`config.mk`:
```
export PLATFORM = sky130hd
export DESIGN_NAME = irq_agg_top
export DESIGN_NICKNAME = d
export VERILOG_FILES = /design/src/rtl/irq_agg_pkg.sv /design/src/rtl/irq_w1c_bank.sv /design/src/rtl/irq_tile_master.sv /design/src/rtl/irq_agg_top.sv
export SDC_FILE = /design/constraint.sdc
export NUM_CORES = 1
export LEC_CHECK = 0
export ABC_AREA = 1
export BUFFER_PORTS_ARGS = -buffer_cell sky130_fd_sc_hd__buf_2
export CAP_MARGIN = 20
export CORE_ASPECT_RATIO = 1.5
export CORE_UTILIZATION = 30
export CTS_BUF_LIST = sky130_fd_sc_hd__clkbuf_4
export DETAILED_ROUTE_END_ITERATION = 8
export PLACE_DENSITY = 0.68
export SLEW_MARGIN = 5
export SYNTH_ARGS = -nofsm -noshare
export SYNTH_HDL_FRONTEND = slang
export SYNTH_SLANG_ARGS = --single-unit
export TNS_END_PERCENT = 20
```
`constraint.sdc`:
```
create_clock -name clk_i -period 1.1 [get_ports clk_i]
set_input_delay 0.165 -clock clk_i [delete_from_list [all_inputs] [get_ports clk_i]]
set_output_delay 0.165 -clock clk_i [all_outputs]
set_load 0.01 [all_outputs]
```
`src/rtl/irq_agg_pkg.sv`:
```
package irq_agg_pkg;
  localparam int SRC_PER_TILE = 4;
  localparam int EN_BIT       = 31;

  typedef enum int {
    FLD_BANK0 = 0,
    FLD_BANK1 = 1,
    FLD_MISC  = 2,
    FLD_DISP  = 3
  } gm_field_e;
endpackage

```
`src/rtl/irq_w1c_bank.sv`:
```
module irq_w1c_bank #(
  parameter int W = 4
) (
  input  logic         clk_i,
  input  logic         rst_ni,
  input  logic [W-1:0] set_i,
  input  logic [W-1:0] clr_i,
  output logic [W-1:0] bits_o
);
  logic [W-1:0] bits_q;

  // set wins over clear: a still-active source re-latches on ack
  always_ff @(posedge clk_i or negedge rst_ni) begin
    if (!rst_ni) bits_q <= '0;
    else         bits_q <= (bits_q & ~clr_i) | set_i;
  end

  assign bits_o = bits_q;

  AST_SET_LATCHES: assert property (@(posedge clk_i) disable iff (!rst_ni)
    (set_i != '0) |=> ((bits_q & $past(set_i)) == $past(set_i)));

  AST_CLR_ONLY_ON_ACK: assert property (@(posedge clk_i) disable iff (!rst_ni)
    (bits_q != '0) |=> ((~bits_q & $past(bits_q) & ~$past(clr_i)) == '0));
endmodule

```
`src/rtl/irq_tile_master.sv`:
```
module irq_tile_master
  import irq_agg_pkg::*;
#(
  parameter int N_TILES = 4,
  parameter int REG_W   = 32
) (
  input  logic               clk_i,
  input  logic               rst_ni,
  input  logic [N_TILES-1:0] gm_any_i,
  input  logic               we_i,
  input  logic [REG_W-1:0]   wdata_i,
  output logic               en_o,
  output logic [N_TILES-1:0] pend_o,
  output logic               irq_o
);
  logic               en_q;
  logic [N_TILES-1:0] ack;

  assign ack = we_i ? wdata_i[N_TILES-1:0] : '0;

  always_ff @(posedge clk_i or negedge rst_ni) begin
    if (!rst_ni)   en_q <= 1'b0;
    else if (we_i) en_q <= wdata_i[EN_BIT];
  end

  irq_w1c_bank #(.W(N_TILES)) u_pend (
    .clk_i  (clk_i),
    .rst_ni (rst_ni),
    .set_i  (gm_any_i),
    .clr_i  (ack),
    .bits_o (pend_o)
  );

  assign en_o  = en_q;
  assign irq_o = en_q & (|pend_o);

  for (genvar t = 0; t < N_TILES; t++) begin : g_chk
    AST_TILE_FROM_GM: assert property (@(posedge clk_i) disable iff (!rst_ni)
      gm_any_i[t] |=> pend_o[t]);
  end

  AST_DISABLE_DROPS: assert property (@(posedge clk_i) disable iff (!rst_ni)
    (we_i && !wdata_i[EN_BIT]) |=> !irq_o);

  AST_REARM_RAISES: assert property (@(posedge clk_i) disable iff (!rst_ni)
    (we_i && wdata_i[EN_BIT] && (|gm_any_i)) |=> irq_o);
endmodule

```
`src/rtl/irq_agg_top.sv`:
```
module irq_agg_top
  import irq_agg_pkg::*;
#(
  parameter int N_TILES = 4,
  parameter int REG_W   = 32,
  localparam int SRC_W  = N_TILES * SRC_PER_TILE,
  localparam int ADDR_W = $clog2(N_TILES + 1)
) (
  input  logic              clk_i,
  input  logic              rst_ni,
  input  logic [SRC_W-1:0]  src_i,
  input  logic              reg_we_i,
  input  logic [ADDR_W-1:0] reg_addr_i,
  input  logic [REG_W-1:0]  reg_wdata_i,
  output logic [REG_W-1:0]  reg_rdata_o,
  output logic              irq_o
);
  logic [N_TILES-1:0][SRC_PER_TILE-1:0] gm_q;
  logic [N_TILES-1:0]                   gm_any;
  logic [N_TILES-1:0]                   pend;
  logic                                 en;
  logic                                 top_we;
  logic                                 unused_wdata;

  assign top_we       = reg_we_i && (reg_addr_i == '0);
  assign unused_wdata = ^reg_wdata_i[EN_BIT-1:SRC_PER_TILE];

  for (genvar t = 0; t < N_TILES; t++) begin : g_tile
    logic [SRC_PER_TILE-1:0] gm_ack;
    assign gm_ack = (reg_we_i && reg_addr_i == ADDR_W'(t + 1))
                    ? reg_wdata_i[SRC_PER_TILE-1:0] : '0;

    irq_w1c_bank #(.W(SRC_PER_TILE)) u_gm (
      .clk_i  (clk_i),
      .rst_ni (rst_ni),
      .set_i  (src_i[t*SRC_PER_TILE +: SRC_PER_TILE]),
      .clr_i  (gm_ack),
      .bits_o (gm_q[t])
    );
    assign gm_any[t] = |gm_q[t];
  end

  irq_tile_master #(.N_TILES(N_TILES), .REG_W(REG_W)) u_master (
    .clk_i    (clk_i),
    .rst_ni   (rst_ni),
    .gm_any_i (gm_any),
    .we_i     (top_we),
    .wdata_i  (reg_wdata_i),
    .en_o     (en),
    .pend_o   (pend),
    .irq_o    (irq_o)
  );

  always_comb begin
    reg_rdata_o = '0;
    if (reg_addr_i == '0) begin
      reg_rdata_o[EN_BIT]      = en;
      reg_rdata_o[N_TILES-1:0] = pend;
    end else begin
      for (int t = 0; t < N_TILES; t++)
        if (reg_addr_i == ADDR_W'(t + 1)) reg_rdata_o[SRC_PER_TILE-1:0] = gm_q[t];
    end
  end

  AST_RD_NOT_ALL_ONES: assert property (@(posedge clk_i) disable iff (!rst_ni)
    reg_rdata_o != '1);

  AST_BAD_ADDR_ZERO: assert property (@(posedge clk_i) disable iff (!rst_ni)
    (reg_addr_i > ADDR_W'(N_TILES)) |-> (reg_rdata_o == '0));
endmodule

```
==> flow_results.xml <==
<?xml version="1.0" encoding="UTF-8"?>
<metrics>
  <group name="global_route">
    <metric name="maximum_number_of_pins_on_one_net_before_global_route_repair" unit="">22</metric>
    <metric name="initial_antenna_violation_count" unit="">0</metric>
    <metric name="grt_first_pass_wirelength" unit="um">5250</metric>
    <metric name="grt_usage" unit="">0.136</metric>
    <metric name="grt_pass1_vias" unit="">1261</metric>
    <metric name="grt_overflow" unit="">0</metric>
  </group>
  <group name="hold_path">
    <metric name="hold_path_class" unit="">in -&gt; reg</metric>
  </group>
  <group name="cells_and_area">
    <metric name="final_cell_area" unit="mm^2">0.00174</metric>
    <metric name="area_delta_synth_final" unit="%">19.8</metric>
    <metric name="finish.net_count" unit="">311</metric>
    <metric name="post_route_cells_drive_above_1_share" unit="">0.250</metric>
    <metric name="stdcell_count" unit="">320</metric>
    <metric name="diodes" unit="">0</metric>
    <metric name="utilization" unit="">0.381</metric>
    <metric name="filler_cell_count_in_the_final_layout" unit="">523</metric>
  </group>
  <group name="critical_path">
    <metric name="path_class" unit="">reg -&gt; out</metric>
    <metric name="worst_path_most_repeated_cell" unit="">sky130_fd_sc_hd__nand2_1</metric>
    <metric name="slowest_stage" unit="">sky130_fd_sc_hd__dfrtp_1</metric>
    <metric name="worst_ep_required_time" unit="ns">0.94</metric>
    <metric name="path_max_fanout" unit="">2</metric>
    <metric name="worstPathCellList" unit="">inv_1, nand2_1, nand2_1, nand2_1, nand2_1, nand2_1, buf_2</metric>
    <metric name="worst_ep_arrival_time" unit="ns">1.21</metric>
    <metric name="timing.critical_path.buf_inv" unit="">2</metric>
    <metric name="max_stage_delay" unit="ns">0.41</metric>
    <metric name="setup.worst_path.end_class" unit="">output pin</metric>
    <metric name="path_delay_family" unit="">flip-flops</metric>
    <metric name="cp-start-kind" unit="">flip-flop</metric>
  </group>
  <group name="synthesis">
    <metric name="post-synth-top-count-cell" unit="">sky130_fd_sc_hd__nand2_1</metric>
    <metric name="yosysTopAreaCellShare" unit="">0.361</metric>
    <metric name="synth_async_sr_flop_share" unit="">1.00</metric>
    <metric name="dominantRegCellSynth" unit="">sky130_fd_sc_hd__dfrtp_1</metric>
    <metric name="netlist-cell-type-count" unit="">18</metric>
    <metric name="top_post_synthesis_cells_by_count" unit="">71 x sky130_fd_sc_hd__nand2_1, 30 x sky130_fd_sc_hd__inv_1, 28 x sky130_fd_sc_hd__buf_4</metric>
    <metric name="synth_largest_area_cell" unit="">sky130_fd_sc_hd__dfrtp_1</metric>
    <metric name="syn-cell-area" unit="mm^2">0.00146</metric>
    <metric name="synthCells" unit="">209</metric>
    <metric name="synth_top_cells_by_area" unit="">sky130_fd_sc_hd__dfrtp_1 36%, sky130_fd_sc_hd__nand2_1 18%, sky130_fd_sc_hd__buf_4 14%</metric>
    <metric name="postSynthAreaPerCell" unit="um^2">6.96</metric>
    <metric name="synth-seq-area-share" unit="">0.361</metric>
    <metric name="yosys_warnings" unit="">0</metric>
    <metric name="yosys_register_bits" unit="">21</metric>
    <metric name="number_of_synthesized_flops_with_an_enable_pin" unit="">0</metric>
  </group>
  <group name="status">
    <metric name="failed_checks" unit="">setup timing</metric>
    <metric name="outcome" unit="">complete, but fails checks</metric>
  </group>
  <group name="placement">
    <metric name="gp_congestion" unit="">0.816</metric>
    <metric name="postPlaceCellArea" unit="mm^2">0.00164</metric>
    <metric name="dp.cells" unit="">307</metric>
    <metric name="port_buffers" unit="">32</metric>
    <metric name="post-dp-hpwl" unit="um">2400</metric>
  </group>
  <group name="sta">
    <metric name="finalCriticalPeriod" unit="ns">1.38</metric>
    <metric name="timing.final.max_slew_violations" unit="">0</metric>
    <metric name="setup_violations" unit="">6</metric>
    <metric name="timing.clock.skew" unit="ns">0.00279</metric>
    <metric name="grt_setup_unrepaired" unit="">true</metric>
    <metric name="layout_setup_ws" unit="ns">-0.277</metric>
    <metric name="layout_worst_path_cycle_share" unit="">1.25</metric>
    <metric name="final_hold_viol_count" unit="">0</metric>
    <metric name="maxClockFrequency" unit="MHz">726</metric>
  </group>
  <group name="clock_network">
    <metric name="clkLatencyLatePin" unit="ns">0.31</metric>
    <metric name="clockBufferDepth" unit="">2</metric>
    <metric name="cts_buffers" unit="">3</metric>
    <metric name="htreeDepth" unit="">1</metric>
    <metric name="clk_pin_slew" unit="ns">0.12</metric>
    <metric name="clock_tree_from_tritoncts" unit="">built</metric>
    <metric name="cts.root.buffer_cell" unit="">sky130_fd_sc_hd__clkbuf_4</metric>
    <metric name="clock-sinks" unit="">21</metric>
  </group>
  <group name="floorplan">
    <metric name="die_x" unit="um">58.9</metric>
    <metric name="ios" unit="">87</metric>
    <metric name="design.core.area" unit="mm^2">0.00458</metric>
    <metric name="cell_row_count" unit="">30</metric>
    <metric name="die_area" unit="mm^2">0.00514</metric>
    <metric name="initial_core_util" unit="">0.318</metric>
    <metric name="floorplan.die.height" unit="um">87.3</metric>
  </group>
  <group name="route">
    <metric name="ant_nets" unit="">0</metric>
    <metric name="drt_wl_cell" unit="um">10.3</metric>
    <metric name="route.vias.total" unit="">1387</metric>
    <metric name="drcViolationCount" unit="">0</metric>
    <metric name="finalWirelength" unit="um">3290</metric>
    <metric name="detailed_route_iter0_violations" unit="">43</metric>
    <metric name="firstDrtPassIters" unit="">5</metric>
    <metric name="post_drt_via_cell_ratio" unit="">4.33</metric>
  </group>
  <group name="power_and_ir_drop">
    <metric name="power_density" unit="mW/mm^2">909</metric>
    <metric name="seq_power_share" unit="">0.508</metric>
    <metric name="clockPowerShare" unit="">0.258</metric>
    <metric name="sw_frac_of_total" unit="">0.309</metric>
    <metric name="combinational_share_of_power" unit="">0.234</metric>
    <metric name="p_leak" unit="nW">1.00</metric>
    <metric name="p_switching" unit="W">0.000490</metric>
    <metric name="ir_worst_vdd" unit="V">0.000444</metric>
    <metric name="intPower" unit="W">0.00109</metric>
    <metric name="total_power" unit="W">0.00158</metric>
  </group>
  <group name="flow_run">
    <metric name="drv_cap" unit="">0</metric>
  </group>
</metrics>
[area by class of cell]
class / count / area [um^2] / area share
tap: 64 / 80.1 / 0.0459
inverter: 33 / 124 / 0.0711
timing repair buffer: 50 / 323 / 0.185
multi-input combinational: 148 / 661 / 0.379
clock buffer: 4 / 30.0 / 0.0172
sequential: 21 / 526 / 0.302
[placed cells by master, fill, tap and decap left out]
| cell | synthesis | final |
|---|---|---|
| sky130_fd_sc_hd__a21oi_1 | 1 | 1 |
| sky130_fd_sc_hd__nand2_1 | 71 | 71 |
| sky130_fd_sc_hd__dfrtp_1 | 21 | 21 |
| sky130_fd_sc_hd__inv_1 | 30 | 27 |
| sky130_fd_sc_hd__nor2_2 | 1 | 2 |
| sky130_fd_sc_hd__nand4_1 | 20 | 20 |
| sky130_fd_sc_hd__dlygate4sd3_1 | 0 | 1 |
| sky130_fd_sc_hd__nand3_1 | 14 | 14 |
| sky130_fd_sc_hd__nor2_1 | 8 | 7 |
| sky130_fd_sc_hd__o21ai_1 | 1 | 1 |
| sky130_fd_sc_hd__nor3b_1 | 2 | 2 |
| sky130_fd_sc_hd__buf_12 | 0 | 2 |
| sky130_fd_sc_hd__conb_1 | 1 | 27 |
| sky130_fd_sc_hd__nor2_4 | 3 | 3 |
| sky130_fd_sc_hd__buf_2 | 1 | 32 |
| sky130_fd_sc_hd__clkbuf_4 | 0 | 4 |
| sky130_fd_sc_hd__buf_4 | 28 | 15 |
| sky130_fd_sc_hd__inv_2 | 3 | 6 |
[layer usage]
| layer | up-vias | wire length (um) | track usage |
|---|---|---|---|
| met3 | 10 | 192 | 0.0208 |
| met5 | - | 0 | 0 |
| met2 | 66 | 1670 | 0.237 |
| met4 | 0 | 86 | 0.0823 |
| li1 | 689 | - | - |
| met1 | 622 | 1340 | 0.151 |
[power groups by stage]
stage | combinational [W] | clock, W | sequential (W)
final | 0.000371 | 0.000409 | 0.000804
after global routing | 0.000416 | 0.000445 | 0.000807
after CTS | 0.000367 | 0.000420 | 0.000804
after detailed placement | 0.000354 | 0 | 0.000817
after global placement | 0.000351 | 0 | 0.000817
after floorplan | 0.000272 | 0 | 0.000815
[per-stage QoR]
| stage | worst slack [ns] | setup TNS, ns | hold slack (ns) |
|---|---|---|---|
| floorplan | 0.134 | 0 | -0.131 |
| global placement | -0.0269 | -0.0730 | 0.147 |
| detailed placement | -0.0126 | -0.0187 | 0.156 |
| CTS | -0.265 | -1.32 | 0.0190 |
| global route | -0.365 | -1.88 | 0.0350 |
| finish | -0.277 | -1.36 | 0.0251 |
[state kept, by name, indices dropped and copies added, names as in the netlist]
name and flops:
g_tile.u_gm.bits_o 16, u_master.u_pend.bits_o 4, u_master.en_o 1
[logic make-up (layout without fill, tap and decap cells)]
logic type | Yosys count | after routing | share of synthesized area
buf+inv | 66 | 87 | 0.254
other cells | 1 | 27 | 0.00258
flops | 21 | 21 | 0.361
simple gates | 119 | 119 | 0.376
compound gates | 2 | 2 | 0.00687
[repair_timing]
action / CTS / global route
gates cloned: 0 / 0
hold buffers: 1 / 0
setup endpoints to repair: 6 / 7
setup buffers: 7 / 1
gates resized for setup: 1 / 3
endpoints found under the hold margin: 21 / 0
pin swaps: 6 / 2
[final timing paths]
path | startpoint | to | slack, ns | cells after the start
min in group asynchronous | rst_ni | g_tile[1].u_gm.bits_o[2]$_DFF_PN0_ | 0.33 | 2
setup reg to reg | g_tile[1].u_gm.bits_o[2]$_DFF_PN0_ | u_master.u_pend.bits_o[1]$_DFF_PN0_ | -0.26 | 10
hold reg to reg | g_tile[1].u_gm.bits_o[1]$_DFF_PN0_ | g_tile[1].u_gm.bits_o[1]$_DFF_PN0_ | 0.49 | 2
hold / removal | src_i[7] | g_tile[1].u_gm.bits_o[3]$_DFF_PN0_ | 0.03 | 3
setup / recovery | g_tile[1].u_gm.bits_o[3]$_DFF_PN0_ | reg_rdata_o[3] | -0.28 | 7
max in group asynchronous | rst_ni | u_master.u_pend.bits_o[3]$_DFF_PN0_ | 0.46 | 2
[worst min-delay path: cells and delay by family]
kind | cells | cell delay, ns
buffers and inverters | 2 | 0.10
and+or+nand+nor | 1 | 0.04
Note: power is estimated with default switching activity, not from simulation.
